File: src/rtl/dsc_pkg.sv
package dsc_pkg;

    typedef enum logic [2:0] {
        ST_RUN    = 3'd0,
        ST_IDLE   = 3'd1,
        ST_BLOCK  = 3'd2,
        ST_UNBLK  = 3'd3,
        ST_SQUASH = 3'd4
    } dstate_e;

    localparam logic [2:0] K_ALU     = 3'd0;
    localparam logic [2:0] K_LOAD    = 3'd1;
    localparam logic [2:0] K_STORE   = 3'd2;
    localparam logic [2:0] K_STCOND  = 3'd3;
    localparam logic [2:0] K_NONSPEC = 3'd4;
    localparam logic [2:0] K_NOP     = 3'd5;

    function automatic logic is_mem(input logic [2:0] k);
        return (k == K_LOAD) || (k == K_STORE) || (k == K_STCOND);
    endfunction

endpackage

File: src/rtl/dsc_skid_fifo.sv
module dsc_skid_fifo #(
    parameter int DEPTH  = 11,
    parameter int W      = 8,
    parameter int PUSH_N = 3,
    parameter int POP_N  = 2,
    parameter int CW     = 4
) (
    input  logic                clk,
    input  logic                rst_n,
    input  logic                flush,
    input  logic [CW-1:0]       push_cnt,
    input  logic [PUSH_N*W-1:0] push_data,
    input  logic [CW-1:0]       pop_cnt,
    output logic [POP_N*W-1:0]  head_data,
    output logic [DEPTH*W-1:0]  all_data,
    output logic [CW-1:0]       count
);
    logic [W-1:0]  mem_q [DEPTH];
    logic [W-1:0]  mem_d [DEPTH];
    logic [CW-1:0] cnt_q, cnt_d, rem;

    // Shift the survivors toward index 0, then append the pushed entries.
    always_comb begin
        rem   = cnt_q - pop_cnt;
        cnt_d = flush ? '0 : rem + push_cnt;
        for (int j = 0; j < DEPTH; j++) begin
            mem_d[j] = mem_q[j];
            if (CW'(j) < rem) begin
                for (int s = 0; s < DEPTH; s++)
                    if (CW'(s) == CW'(j) + pop_cnt) mem_d[j] = mem_q[s];
            end else begin
                for (int p = 0; p < PUSH_N; p++)
                    if ((CW'(p) + rem == CW'(j)) && (CW'(p) < push_cnt))
                        mem_d[j] = push_data[p*W +: W];
            end
        end
    end

    always_ff @(posedge clk) begin
        if (!rst_n) begin
            cnt_q <= '0;
            for (int j = 0; j < DEPTH; j++) mem_q[j] <= '0;
        end else begin
            cnt_q <= cnt_d;
            for (int j = 0; j < DEPTH; j++) mem_q[j] <= mem_d[j];
        end
    end

    for (genvar j = 0; j < POP_N; j++) begin : g_head
        assign head_data[j*W +: W] = mem_q[j];
    end
    for (genvar j = 0; j < DEPTH; j++) begin : g_all
        assign all_data[j*W +: W] = mem_q[j];
    end
    assign count = cnt_q;

    // the skid never pops more than it holds nor grows past its depth
    assert_skid_no_overflow_R13: assert property (@(posedge clk) disable iff (!rst_n)
        !flush |-> ((pop_cnt <= cnt_q) &&
                    (int'(cnt_q) - int'(pop_cnt) + int'(push_cnt) <= DEPTH)));

endmodule

File: src/rtl/dsc_route_slot.sv
module dsc_route_slot
    import dsc_pkg::*;
(
    input  logic       valid,
    input  logic       dead,
    input  logic [2:0] kind,
    output logic       to_iq,
    output logic       to_lsq,
    output logic       to_nspec,
    output logic       to_done
);
    always_comb begin
        to_iq = 1'b0; to_lsq = 1'b0; to_nspec = 1'b0; to_done = 1'b0;
        if (valid && !dead) begin
            case (kind)
                K_LOAD, K_STORE: begin to_iq = 1'b1; to_lsq = 1'b1; end
                K_STCOND:        begin to_lsq = 1'b1; to_nspec = 1'b1; end
                K_NONSPEC:       to_nspec = 1'b1;
                K_NOP:           to_done = 1'b1;
                default:         to_iq = 1'b1;
            endcase
        end
    end
endmodule

File: src/rtl/dispatch_skid_ctrl.sv
module dispatch_skid_ctrl
    import dsc_pkg::*;
#(
    parameter int DELAY      = 1,
    parameter int REN_W      = 3,
    parameter int DISP_W     = 2,
    parameter int ISSUE_W    = 2,
    parameter int TAG_W      = 4,
    parameter int SKID_DEPTH = 3 * DELAY * REN_W + ISSUE_W
) (
    input  logic                      clk,
    input  logic                      rst_n,
    input  logic [REN_W-1:0]          in_valid,
    input  logic [3*REN_W-1:0]        in_kind,
    input  logic [REN_W-1:0]          in_dead,
    input  logic [TAG_W*REN_W-1:0]    in_tag,
    input  logic                      commit_squash,
    input  logic                      rob_squashing,
    input  logic                      commit_stall,
    input  logic                      iq_full,
    input  logic                      lsq_full,
    input  logic                      lsq_stall,
    output logic [DISP_W-1:0]         out_iq,
    output logic [DISP_W-1:0]         out_lsq,
    output logic [DISP_W-1:0]         out_nspec,
    output logic [DISP_W-1:0]         out_done,
    output logic [TAG_W*DISP_W-1:0]   out_tag,
    output logic [$clog2(SKID_DEPTH+REN_W+1)-1:0] credit_all,
    output logic [$clog2(SKID_DEPTH+REN_W+1)-1:0] credit_mem,
    output logic                      block_up,
    output logic                      unblock_up,
    output logic [2:0]                state
);
    localparam int CR_W = $clog2(SKID_DEPTH + REN_W + 1);
    localparam int EW   = 3 + 1 + TAG_W;   // {kind, dead, tag}

    dstate_e          state_q, e_state, nxt_state;
    logic [EW-1:0]    in_ent   [REN_W];
    logic [EW-1:0]    slot_ent [DISP_W];
    logic [CR_W-1:0]  in_cnt, skid_cnt, avail, take, push_cnt, push_off, pop_cnt;
    logic [CR_W-1:0]  cred_all_d, cred_mem_d;
    logic             stall_any, blocked_like, dispatching, from_skid;
    logic             flush, drop_in, drop_skid, blk_d, unblk_d;
    logic [REN_W*EW-1:0]      push_data;
    logic [DISP_W*EW-1:0]     skid_head;
    logic [SKID_DEPTH*EW-1:0] skid_all;
    logic [DISP_W-1:0]        r_iq, r_lsq, r_nspec, r_done;
    logic [TAG_W*DISP_W-1:0]  slot_tag;

    for (genvar i = 0; i < REN_W; i++) begin : g_in
        assign in_ent[i] = {in_kind[3*i +: 3], in_dead[i], in_tag[TAG_W*i +: TAG_W]};
    end

    always_comb begin
        in_cnt = '0;
        for (int i = 0; i < REN_W; i++) in_cnt = in_cnt + CR_W'(in_valid[i]);
    end

    assign stall_any    = commit_stall | iq_full | lsq_full | lsq_stall;
    assign blocked_like = (state_q == ST_BLOCK) || (state_q == ST_UNBLK);

    // Priority chain and next state
    always_comb begin
        e_state = state_q; nxt_state = state_q;
        dispatching = 1'b0; flush = 1'b0; drop_in = 1'b0; drop_skid = 1'b0;
        push_cnt = '0; push_off = '0; blk_d = 1'b0; unblk_d = 1'b0;
        if (commit_squash) begin
            flush = 1'b1; drop_in = 1'b1; drop_skid = 1'b1;
            unblk_d = blocked_like;
            nxt_state = ST_SQUASH;
        end else if (rob_squashing) begin
            drop_in = 1'b1;
            nxt_state = ST_SQUASH;
        end else if (stall_any) begin
            blk_d = !blocked_like;
            push_cnt = in_cnt;
            nxt_state = ST_BLOCK;
        end else begin
            unique case (state_q)
                ST_BLOCK, ST_UNBLK: e_state = ST_UNBLK;
                ST_SQUASH:          e_state = ST_RUN;
                ST_RUN, ST_IDLE:    e_state = state_q;
            endcase
            dispatching = 1'b1;
        end
        from_skid = dispatching && (e_state == ST_UNBLK);
        avail     = from_skid ? skid_cnt : in_cnt;
        take      = (avail > CR_W'(DISP_W)) ? CR_W'(DISP_W) : avail;
        pop_cnt   = from_skid ? take : '0;
        if (dispatching) begin
            if (from_skid) begin
                push_cnt = in_cnt;
                if (skid_cnt - take + in_cnt == '0) begin
                    unblk_d = 1'b1;
                    nxt_state = ST_RUN;
                end else begin
                    nxt_state = ST_UNBLK;
                end
            end else if (in_cnt > take) begin
                push_cnt = in_cnt - take;
                push_off = take;
                blk_d = 1'b1;
                nxt_state = ST_BLOCK;
            end else begin
                nxt_state = (in_cnt == '0) ? ST_IDLE : ST_RUN;
            end
        end
    end

    for (genvar j = 0; j < DISP_W; j++) begin : g_slot
        logic [EW-1:0] rn_ent;
        logic          s_valid;
        if (j < REN_W) begin : g_has_in
            assign rn_ent = in_ent[j];
        end else begin : g_no_in
            assign rn_ent = '0;
        end
        assign slot_ent[j] = from_skid ? skid_head[j*EW +: EW] : rn_ent;
        assign s_valid     = dispatching && (CR_W'(j) < take);
        assign slot_tag[j*TAG_W +: TAG_W] = s_valid ? slot_ent[j][TAG_W-1:0] : '0;

        dsc_route_slot u_route (
            .valid    (s_valid),
            .dead     (slot_ent[j][TAG_W]),
            .kind     (slot_ent[j][EW-1 -: 3]),
            .to_iq    (r_iq[j]),
            .to_lsq   (r_lsq[j]),
            .to_nspec (r_nspec[j]),
            .to_done  (r_done[j])
        );
    end

    // Push data selection and credit counting
    always_comb begin
        for (int i = 0; i < REN_W; i++) begin
            push_data[i*EW +: EW] = '0;
            for (int s = 0; s < REN_W; s++)
                if (CR_W'(s) == CR_W'(i) + push_off) push_data[i*EW +: EW] = in_ent[s];
        end
        cred_all_d = '0;
        cred_mem_d = '0;
        if (drop_skid) begin
            cred_all_d = cred_all_d + skid_cnt;
            for (int e = 0; e < SKID_DEPTH; e++)
                if ((CR_W'(e) < skid_cnt) && is_mem(skid_all[e*EW + EW - 1 -: 3]))
                    cred_mem_d = cred_mem_d + 1'b1;
        end
        if (drop_in) begin
            cred_all_d = cred_all_d + in_cnt;
            for (int i = 0; i < REN_W; i++)
                if (in_valid[i] && is_mem(in_kind[3*i +: 3])) cred_mem_d = cred_mem_d + 1'b1;
        end
        if (dispatching) begin
            cred_all_d = cred_all_d + take;
            for (int j = 0; j < DISP_W; j++)
                if ((CR_W'(j) < take) && is_mem(slot_ent[j][EW-1 -: 3]))
                    cred_mem_d = cred_mem_d + 1'b1;
        end
    end

    dsc_skid_fifo #(
        .DEPTH (SKID_DEPTH), .W (EW), .PUSH_N (REN_W), .POP_N (DISP_W), .CW (CR_W)
    ) u_skid (
        .clk       (clk),
        .rst_n     (rst_n),
        .flush     (flush),
        .push_cnt  (push_cnt),
        .push_data (push_data),
        .pop_cnt   (pop_cnt),
        .head_data (skid_head),
        .all_data  (skid_all),
        .count     (skid_cnt)
    );

    // State register
    always_ff @(posedge clk) begin
        if (!rst_n) state_q <= ST_RUN;
        else        state_q <= nxt_state;
    end

    // Registered outputs
    always_ff @(posedge clk) begin
        if (!rst_n) begin
            out_iq <= '0; out_lsq <= '0; out_nspec <= '0; out_done <= '0;
            out_tag <= '0; credit_all <= '0; credit_mem <= '0;
            block_up <= 1'b0; unblock_up <= 1'b0;
        end else begin
            out_iq <= r_iq; out_lsq <= r_lsq; out_nspec <= r_nspec; out_done <= r_done;
            out_tag <= slot_tag; credit_all <= cred_all_d; credit_mem <= cred_mem_d;
            block_up <= blk_d; unblock_up <= unblk_d;
        end
    end

    assign state = state_q;

    // a commit squash always lands in Squashing
    assert_squash_enters_R2: assert property (@(posedge clk) disable iff (!rst_n)
        commit_squash |=> (state_q == ST_SQUASH) && (out_iq == '0) && (out_nspec == '0));

    // a stall without squash lands in Blocked and consumes nothing
    assert_stall_blocks_R5: assert property (@(posedge clk) disable iff (!rst_n)
        (!commit_squash && !rob_squashing && stall_any) |=>
            (state_q == ST_BLOCK) && (credit_all == '0));

    // the two upstream pulses are exclusive
    assert_pulse_exclusive_R7: assert property (@(posedge clk) disable iff (!rst_n)
        !(block_up && unblock_up));

    // an unblock pulse goes with Running or Squashing
    assert_unblock_state_R7: assert property (@(posedge clk) disable iff (!rst_n)
        unblock_up |-> (state_q == ST_RUN) || (state_q == ST_SQUASH));

    // a block pulse goes with Blocked
    assert_block_state_R8: assert property (@(posedge clk) disable iff (!rst_n)
        block_up |-> (state_q == ST_BLOCK));

    // no input and no control from Running leads to Idle
    assert_goes_idle_R12: assert property (@(posedge clk) disable iff (!rst_n)
        ((state_q == ST_RUN) && !commit_squash && !rob_squashing && !stall_any &&
         (in_valid == '0)) |=> (state_q == ST_IDLE));

    for (genvar j = 0; j < DISP_W; j++) begin : g_chk
        // a slot never targets more than one of issue, non-spec, done
        assert_route_exclusive_R10: assert property (@(posedge clk) disable iff (!rst_n)
            $onehot0({out_iq[j], out_nspec[j], out_done[j]}));
    end

endmodule

File: config.mk
export PLATFORM = sky130hd
export DESIGN_NAME = dispatch_skid_ctrl
export DESIGN_NICKNAME = d
export VERILOG_FILES = /design/src/rtl/dsc_pkg.sv /design/src/rtl/dsc_skid_fifo.sv /design/src/rtl/dsc_route_slot.sv /design/src/rtl/dispatch_skid_ctrl.sv
export SDC_FILE = /design/constraint.sdc
export NUM_CORES = 1
export LEC_CHECK = 0
export BUFFER_PORTS_ARGS = -buffer_cell sky130_fd_sc_hd__buf_2
export CORE_MARGIN = 10
export CORE_UTILIZATION = 40
export DETAILED_ROUTE_END_ITERATION = 10
export GPL_TIMING_DRIVEN = 0
export PLACE_DENSITY = 0.6
export SKIP_LAST_GASP = 1
export SYNTH_ARGS = -nofsm -noshare
export SYNTH_HDL_FRONTEND = slang
export SYNTH_SLANG_ARGS = --single-unit
File: constraint.sdc
create_clock -name clk -period 22.3 [get_ports clk]
set_clock_uncertainty 0.15 [all_clocks]
set_input_delay 2.23 -clock clk [delete_from_list [all_inputs] [get_ports clk]]
set_output_delay 2.23 -clock clk [all_outputs]
set_load 0.01 [all_outputs]
; Yosys cells after proc, flatten, opt, wreduce, memory -nomap -nowiden
; Memory sizes are Yosys's and may differ from the RTL's.
; Index checks and enable logic that the tools add are counted.
[totals]
word_cells = 696
output_inout_bits = 29
mem_bits_rw = 88
n_memories = 1
inputBits = 35
reg_bits = 33
[classes]
n_reduce_logical = 123
order_cmp = 29
n_eq_ne = 203
muxes = 271
add_sub_neg = 38
bitwise = 15
[mem_list]
columns = memory, depth, word_bits, read_ports, rd_ports_with_merged_regs, wr, line
row1 = u_skid.mem_q, 11, 8, 11, 0, 11, dsc_skid_fifo.sv:18  ; logic [W-1:0] mem_q [DEPTH];
[ops]
columns = op, n
row1 = $mux W8, 186
row2 = $eq A3 B4 Y1 const A, 44
row3 = $mux W4, 43
row4 = $eq A4 B4 Y1 const A, 33
row5 = $eq A3 B2 Y1 const B, 35
row6 = $eq A2 B4 Y1 const A, 25
row7 = $logic_not A4 Y1, 18
row8 = $add A4 B1 Y4 const B, 15
row9 = $eq A1 B4 Y1 const A, 14
row10 = $logic_and A1 B1 Y1, 54
row11 = $eq A3 B1 Y1 const B, 17
row12 = $eq A4 B3 Y1 const B, 12
row13 = $eq A4 B4 Y1 const B, 9
row14 = $logic_or A1 B1 Y1, 33
row15 = $mux W3, 11
row16 = $lt A1 B4 Y1 const A, 8
row17 = $lt A3 B4 Y1 const A, 8
row18 = $mux W1, 28
row19 = $eq A4 B2 Y1 const B, 6
row20 = $lt A4 B4 Y1 const A, 6
row21 = $lt A2 B4 Y1 const A, 5
row22 = $add A2 B4 Y4 const A, 4
row23 = $add A3 B4 Y4 const A, 4
row24 = $eq A3 B3 Y1 const B, 5
row25 = 21 further kinds, 56

; Longest topological paths before layout
; Gate-level depths: netlist of the first run.
; An unclocked memory read counts as a cell.
[logic_depth]
depth_word = 52
ltp_mapped = 45
depth_no_buf = 43

; Modules after synthesis
; Synthesis of the first run repeated with hierarchy kept, for this count alone.
[unflattened]
cells_unflattened = 3128
area_unflattened_um2 = 20654.8
[by_module_without_submodules]
columns = module, instances, seq_area_each_um2, area_per_inst_um2, cells_each
row1 = dsc_skid_fifo, 1, 1841.8, 16560.9, 2592
row2 = dispatch_skid_ctrl, 1, 580.6, 3961.3, 518
row3 = dsc_route_slot, 2, 0.0, 66.3, 9

; Worst setup path before layout of the first run
; OpenSTA, ideal clock, no wires.
[synth_path]
kind = reg-to-reg
startpoint = reg u_skid.cnt_q[3] (netlist: u_skid.count[3])
endpoint = reg credit_mem[1]
n_path_buf = 2
path_slack_ps = 14405
period_less_slack_ps = 7895
setup_ps = 129
required_time_ps = 22021
path_stages_with_launch = 45
t_arrival_ps = 7616
cell_sequence = dfxtp_1 > buf_2 > inv_2 > ha_1 > buf_2 > a21o_1 > inv_1 > ha_1 > xnor2_1 > inv_1 > ha_1 > and2_1 > o211ai_1 > nand4_1 > and4_1 > nor3_1 > ha_1 > xnor2_1 > (+9 left out) > o21ai_0 > nor2_1 > o21ai_0 > xnor2_1 > ha_1 > nor2_1 > a211o_1 > o21ai_0 > xnor2_1 > o21ai_0 > nor2_1 > ha_1 > nand2_1 > o31ai_1 > ha_1 > and3_1 > a31oi_1 > o22ai_1
[synth_between]
elab_chain_cells = 49
elab_cells_between_ends = 76
cone_classes = 15 x add/sub / 14 x order compare / 34 x mux / 13 x reduce/logical
[synth_lines]
columns = item, line
row1 = start: declaration, dsc_skid_fifo.sv:20  ; logic [CW-1:0] cnt_q, cnt_d, rem;
row2 = start signal: assignment, dsc_skid_fifo.sv:44  ; cnt_q <= cnt_d;
row3 = $lt A1 B4 Y1, dispatch_skid_ctrl.sv:145  ; if ((CR_W'(e) < skid_cnt) && is_mem(skid_all[e*EW + EW - 1 -: 3]))
row4 = $logic_and A1 B1 Y1, dispatch_skid_ctrl.sv:145
row5 = $mux W1, dispatch_skid_ctrl.sv:145
row6 = $mux W4, dispatch_skid_ctrl.sv:142  ; if (drop_skid) begin
row7 = $add A4 B1 Y4, dispatch_skid_ctrl.sv:146  ; cred_mem_d = cred_mem_d + 1'b1;
row8 = $mux W4, dispatch_skid_ctrl.sv:145
row9 = $mux W4, dispatch_skid_ctrl.sv:142
row10 = $add A4 B1 Y4, dispatch_skid_ctrl.sv:146
row11 = (+33 left out), -
row12 = $mux W4, dispatch_skid_ctrl.sv:151  ; if (in_valid[i] && is_mem(in_kind[3*i +: 3])) cred_mem_d = cred_mem_d + 1'b1;
row13 = $mux W4, dispatch_skid_ctrl.sv:148  ; if (drop_in) begin
row14 = $add A4 B1 Y4, dispatch_skid_ctrl.sv:157  ; cred_mem_d = cred_mem_d + 1'b1;
row15 = $mux W4, dispatch_skid_ctrl.sv:156  ; if ((CR_W'(j) < take) && is_mem(slot_ent[j][EW-1 -: 3]))
row16 = $mux W4, dispatch_skid_ctrl.sv:153  ; if (dispatching) begin
row17 = $add A4 B1 Y4, dispatch_skid_ctrl.sv:157
row18 = $mux W4, dispatch_skid_ctrl.sv:156
row19 = $mux W4 (*), dispatch_skid_ctrl.sv:153
row20 = end signal: assignment, dispatch_skid_ctrl.sv:189  ; out_tag <= slot_tag; credit_all <= cred_all_d; credit_mem <= cred_mem_d;
row21 = end: declaration, dispatch_skid_ctrl.sv:29  ; output logic [$clog2(SKID_DEPTH+REN_W+1)-1:0] credit_mem,
; Every way passes the cells marked *; elsewhere a longest branch is shown, timed or not. The select of a mux whose other input is x is not followed.
; A chain may end at the register's enable or synchronous reset.

==> reports/metrics.csv, run 1 <==
stage;metric;value;unit
worst_setup_path;worst r2r src;u_skid.count[3];
worst_setup_path;WP data required;22450;ps
timing;max_slew headroom;-6.66;%
yosys;Post-synth ARST share;0;%
global_route;GRT Residual Overflow;0;
cts;post-CTS sizing;0;
detailed_routing;vias;15300;
yosys;Yosys reg bits;121;
floorplan;Top Ports;64;
outcome;failing checks;max-slew violations;
floorplan;core footprint;32500;um2
cts;Worst-Skew Late Latency;460;ps
power_and_ir_drop;leakage;0.00565;uW
cts;Setup Fix Bufs, Post-CTS;0;
cts;Worst-path clk slew;60;ps
global_route;first-pass GRT wire length;99600;um
cts;Clock H-tree levels;4;
layout;layout cells sized above 1;9.55;%
yosys;Synth top area share;18.3;%
worst_setup_path;crit path cell chain;buf_2, or4_1, buf_2, a2111o_1, buf_2, inv_1, clkbuf_1, clkbuf_1, a21oi_1, ha_1, inv_1, fa_1, nand4_1, nor2_1, nand2_1, clkbuf_1, a222oi_1, clkbuf_1, mux2i_1, nand2_1, o311ai_0, o211ai_1, a21oi_1;
yosys;Mapped Area;13200;um2
worst_setup_path;critical path depth in cells;23;
cts;Num CTS Buffers;17;
place;PortBufs;63;
worst_setup_path;kind of start point of the critical path;input port;
timing;worst hold slack;366;ps
timing;Final Max Tran Viols;30;
detailed_routing;drt first pass iters;6;
timing;Final Hold Vio Count;0;
global_route;largest net degree at the start of global routing;17;
worst_setup_path;arrival time worst endpoint;9850;ps
power_and_ir_drop;maximum VDD drop;0.0582;mV
global_route;All-Layer GR Usage;33.0;%
detailed_routing;# DRC;0;
timing;Final Setup Violations;0;
yosys;Mapped Cells;1811;
detailed_routing;Vias per Instance;6.50;
power_and_ir_drop;Power Dens Cells;71.5;nW/um2
cts;hold_buf cts;0;
cts;Max clock buf depth;2;
outcome;outcome;finished, violations left;
cts;Clock Sinks;121;
timing;Slew @ Worst Pin;1600;ps
worst_setup_path;Crit path max-delay family;buffers and inverters;
cts;CTS tree;yes;
floorplan;# rows;66;
floorplan;die height;202;um
worst_setup_path;Worst setup endpoint;u_skid.mem_q[0][84];
timing;minimum clock period;9690;ps
timing;fmax;103;MHz
cts;root buf cell;clkbuf_16;
floorplan;die area;40700;um2
yosys;Main synth FF type;dfxtp_1;
detailed_routing;Routed wire per std cell;29.5;um
global_route;vias in the first global route;14300;
yosys;number of synthesized flops with an enable pin;0;
layout;Total Nets Final;1991;
worst_hold_path;Hold WC Path Type;reg2reg;
worst_setup_path;r2r endpoint;credit_mem[1];
timing;RSZ-0062 raised after global routing;false;
worst_setup_path;CP Buf/Inv Count;9;
worst_setup_path;slack of the worst reg-to-reg path;12740;ps
yosys;Synth area leaders;dfxtp_1 (18%), mux2i_1 (13%), a21oi_1 (6.1%);
detailed_routing;1st-iter DRT viols;2149;
worst_setup_path;cell at the slowest stage of the critical path;clkbuf_1;
worst_setup_path;slowest stage delay, CP;810;ps
place;dpl hpwl;53800;um
layout;Syn-to-layout area delta;11.4;%
yosys;syn_area_per_cell;7.29;um2
worst_setup_path;CP Launch Point;iq_full;
worst_setup_path;CP dominant cell by count;clkbuf_1;
worst_setup_path;Setup CP Type;in2reg;
floorplan;DIE WIDTH;202;um
floorplan;Initial Utilization;40.6;%
detailed_routing;Routed Antenna Nets;0;
detailed_routing;total wire length;69600;um
global_route;initial antenna violation count;3;
worst_setup_path;Reg2Reg Depth;44;
yosys;Ys Warns;0;
place;gp weighted congestion;1.03;
worst_setup_path;endpoint class of the critical path;register;
timing;part of the cycle the worst path needs;43.5;%
yosys;Cell variety after synth;92;
timing;setup TNS;0;ps
yosys;post-synthesis sequential area ratio;18.3;%
run;Max Cap Viol;0;
worst_setup_path;crit-path max FO;11;
yosys;leading area contributor after synthesis;dfxtp_1;
[where the power goes]
part	switching, uW	total [uW]	internal (uW)
Sequential	71.1	317	246
Combinational	294	456	161
Clock	120	279	159
[routing by layer]
metal / up-vias / share of wire, % / global-route usage (%)
li1: 6888 / - / -
met1: 7195 / 41 / 43.1
met2: 1018 / 41 / 47.2
met3: 233 / 12 / 9.62
met4: 2 / 6.4 / 19.0
met5: - / 0.019 / 0
[cell usage after synthesis, types with 20 or more instances]
cell type / n
nand2_1: 206
xnor2_1: 25
a21oi_1: 161
mux2_2: 21
o22ai_1: 41
nor2b_1: 20
ha_1: 45
dfxtp_1: 121
nor2_1: 207
clkbuf_1: 101
o211ai_1: 53
o21ai_0: 88
nor3_1: 38
mux2i_1: 167
inv_1: 40
nand3_1: 45
a211oi_1: 75
[sequential cells by signal, summed over array words and instances, names as in the netlist]
signal	flops
out_done	2
credit_all	4
out_nspec	2
out_tag	8
u_skid.mem_q	88
u_skid.count	4
credit_mem	4
out_iq	2
out_lsq	2
state	3
block_up	1
unblock_up	1
[placed cells by master, fill, tap and decap left out, types with 15 or more instances in the layout]
cell type,count
o211ai_1,53
a21oi_1,161
buf_2,82
nand3_1,45
xnor2_1,25
inv_1,40
nor2_1,207
clkbuf_1,103
o22ai_1,41
and2_1,19
a211o_1,16
nor2b_1,20
o311ai_0,17
ha_1,45
a211oi_1,75
a31oi_1,15
dfxtp_1,121
clkbuf_16,17
o21ai_0,87
mux2i_1,167
nor3_1,38
a22oi_1,19
nand2_1,206
mux2_2,21
nand2b_1,19
[area by class of cell]
cell class | instances | area (um2)
fillers | 3433 | 17800
multi-input cells | 1518 | 10100
flip-flops and latches | 121 | 2420
well taps | 442 | 553
plain buffers | 133 | 531
clock buffers | 21 | 460
repair buffers | 67 | 349
inverters | 46 | 175
clock inverters | 10 | 95.1
diodes | 1 | 2.50
[worst min path at each step]
stage,startpoint,to,cells past startpoint
4_1_cts,u_skid.mem_q[0][51],u_skid.mem_q[0][51],2
3_3_place_gp,u_skid.mem_q[0][52],u_skid.mem_q[0][52],2
5_1_grt,u_skid.mem_q[0][52],u_skid.mem_q[0][52],2
6_report,u_skid.mem_q[0][51],u_skid.mem_q[0][51],2
3_5_place_dp,u_skid.mem_q[0][51],u_skid.mem_q[0][51],2
2_1_floorplan,u_skid.mem_q[0][48],u_skid.mem_q[0][48],2
[worst reg2reg max path: cells and delay by family (launching register included)]
family | cells | cell delay (ps)
AOI/OAI and AO/OA | 15 | 2550
and+or+nand+nor | 10 | 1620
xor gates and xnor gates | 5 | 1110
DFF | 1 | 310
adders and majority gates | 9 | 2900
buffers and inverters | 5 | 810
[per-stage QoR]
step / cells / instance area (um2) / total power (uW) / utilization, % / setup slack (ps)
2_1_floorplan: 1818 / 13200 / 586 / - / 14410
3_3_place_gp: 2323 / 14100 / 752 / 43.3 / 11990
3_5_place_dp: 2324 / 14100 / 753 / 43.4 / 12530
4_1_cts: 2355 / 14700 / 1030 / 45.1 / 12870
5_1_grt: 2358 / 14700 / 1090 / 45.2 / 12130
6_report: 2359 / 14700 / 1050 / 45.2 / 12610
[logic make-up after synthesis]
logic type,after synthesis,share of synthesized area [%]
xor+xnor,47,4.36
simple gates,624,21.8
flops,121,18.3
mux,190,14.6
buf+inv,179,5.34
fa+ha+maj,53,5.40
other cells,2,0.0569
compound gates,595,30.0
Note: power is estimated with default switching activity, not from simulation.
==> run 2, diff against run 1 <==
==> constraint.sdc (replaced) <==
create_clock -name clk -period 9 [get_ports clk]
set_clock_uncertainty 0.15 [all_clocks]
set_input_delay 0.9 -clock clk [delete_from_list [all_inputs] [get_ports clk]]
set_output_delay 0.9 -clock clk [all_outputs]
set_load 0.01 [all_outputs]
==> reports/metrics.csv, run 2 (synthesis gave the netlist of run 1 again) <==
stage;metric;value;unit;change
floorplan;Initial Utilization;40.6;%;unchanged
global_route;first-pass GRT wire length;99600;um;about the same
worst_setup_path;arrival time worst endpoint;8740;ps;was 9850 ps
cts;Max clock buf depth;2;;unchanged
layout;Syn-to-layout area delta;12.0;%;was 11.4%
detailed_routing;1st-iter DRT viols;2009;;was 2149
worst_setup_path;crit-path max FO;10;;was 11
layout;Inserted Diodes;0;;was 1
timing;RSZ-0062 raised after global routing;false;;unchanged
cts;Worst-Skew Late Latency;460;ps;about the same
worst_setup_path;Crit path max-delay family;compound AO/OA/AOI/OAI gates;;was buffers and inverters
global_route;All-Layer GR Usage;33.0;%;about the same
cts;root buf cell;clkbuf_16;;unchanged
timing;Slew @ Worst Pin;1600;ps;about the same
detailed_routing;Vias per Instance;6.51;;was 6.50
layout;Total Nets Final;1991;;unchanged
power_and_ir_drop;leakage;0.00567;uW;was 0.00565 uW
layout;most frequent cells in the layout;nor2_1 (207), nand2_1 (206), mux2i_1 (167);;unchanged
global_route;vias in the first global route;14300;;about the same
floorplan;# rows;66;;unchanged
run;Max Cap Viol;0;;unchanged
floorplan;core footprint;32500;um2;unchanged
place;dpl cell area;14100;um2;unchanged
worst_setup_path;slowest stage delay, CP;660;ps;was 810 ps
worst_setup_path;endpoint class of the critical path;register;;unchanged
timing;part of the cycle the worst path needs;95.0;%;
floorplan;die height;202;um;unchanged
global_route;initial antenna violation count;3;;unchanged
layout;fin cells;2358;;was 2359
detailed_routing;total wire length;69600;um;about the same
place;Placed Cells;2324;;unchanged
timing;setup TNS;0;ps;unchanged
worst_setup_path;WP data required;9180;ps;was 22450 ps
worst_setup_path;CP dominant cell by count;ha_1;;was clkbuf_1
cts;Clock Sinks;121;;unchanged
global_route;GRT Residual Overflow;0;;unchanged
layout;commonest non-fill, non-tap cell in the layout;nor2_1;;unchanged
layout;Design Area, Final;14800;um2;was 14700 um2
timing;Final Setup Violations;0;;unchanged
outcome;outcome;finished, violations left;;unchanged
outcome;failing checks;max-slew violations;;unchanged
place;PortBufs;63;;unchanged
detailed_routing;Routed wire per std cell;29.5;um;about the same
worst_hold_path;Hold WC Path Type;reg2reg;;unchanged
timing;Final Hold Vio Count;0;;unchanged
place;dpl hpwl;53800;um;unchanged
cts;Clock H-tree levels;4;;unchanged
timing;Final Max Tran Viols;30;;unchanged
place;gp weighted congestion;1.03;;unchanged
layout;Top reg by flops;u_skid.mem_q;;unchanged
cts;CTS tree;yes;;unchanged
cts;Worst-path clk slew;60;ps;about the same
worst_setup_path;cell at the slowest stage of the critical path;o21bai_1;;was clkbuf_1
floorplan;die area;40700;um2;unchanged
power_and_ir_drop;maximum VDD drop;0.145;mV;was 0.0582 mV
worst_setup_path;kind of start point of the critical path;register;;was input port
detailed_routing;Routed Antenna Nets;0;;unchanged
worst_setup_path;CP Buf/Inv Count;2;;was 9
layout;max FFs per register;88;;unchanged
global_route;largest net degree at the start of global routing;17;;unchanged
power_and_ir_drop;total power;2630;uW;was 1050 uW
floorplan;DIE WIDTH;202;um;unchanged
detailed_routing;drt first pass iters;6;;unchanged
timing;final worst setup slack;446;ps;was 12610 ps
power_and_ir_drop;Power Dens Cells;178;nW/um2;was 71.5 nW/um2
layout;layout cells sized above 1;10.1;%;was 9.55%
detailed_routing;vias;15400;;was 15.3k
detailed_routing;# DRC;0;;unchanged
timing;minimum clock period;8550;ps;
timing;fmax;117;MHz;
timing;max_slew headroom;-6.86;%;was -6.66%
floorplan;Top Ports;64;;unchanged
layout;Largest regs;u_skid.mem_q (88), out_tag (8);;unchanged
place;DP Worst Slack;-357;ps;was 12530 ps
worst_setup_path;Setup CP Type;reg2reg;;was in2reg
cts;Num CTS Buffers;17;;unchanged
run 2: power by group:
part | switching [uW] | internal (uW) | leakage, uW
logic | 738 | 409 | 0.00441
registers | 177 | 610 | 0.000987
clock network | 299 | 393 | 0.000270
total | 1210 | 1410 | 0.00567
run 2: layout make-up:
class	instances	area (um2)
buffer	132	527
clock buffer	21	460
clock inverter	10	95.1
fill	3427	17700
inverter	46	178
multi-input combinational	1518	10200
sequential	121	2420
tap	442	553
timing repair buffer	68	357
run 2: final timing paths:
kind / from / end / slack (ps) / depth (start not counted)
worst max-delay path: u_skid.mem_q[0][5] / credit_mem[1] / 450 / 40
worst min-delay path: u_skid.mem_q[0][51] / u_skid.mem_q[0][51] / 360 / 2
worst max register to register: u_skid.mem_q[0][5] / credit_mem[1] / 450 / 40
worst min register to register: u_skid.mem_q[0][51] / u_skid.mem_q[0][51] / 360 / 2
run 2: repair_timing:
action	CTS	global route
pin swaps	1	1
hold buffers	0	0
setup endpoints to repair	3	3
resized for setup	5	14
setup buffers	0	1
hold endpoints to repair	0	0
run 2: worst min-delay path, cell delays in order, from the launching register on:
cell and delay (ps):
dfxtp_1 340, nand2_1 70, a21oi_1 60
run 2: layer usage:
layer / track usage (%) / vias to the layer above / share of wire (%)
met2: 47.3 / 1019 / 40
met3: 9.62 / 242 / 12
met1: 43.1 / 7194 / 41
met4: 19.0 / 2 / 6.7
met5: 0 / - / 0.016
li1: - / 6897 / -
run 2: per-stage QoR:
step | hold slack [ps] | utilization (%)
after CTS | 359 | 45.2
after detailed placement | 343 | 43.4
after global placement | 348 | 43.3
final | 362 | 45.5
after global routing | 401 | 45.5
after floorplan | 309 | -
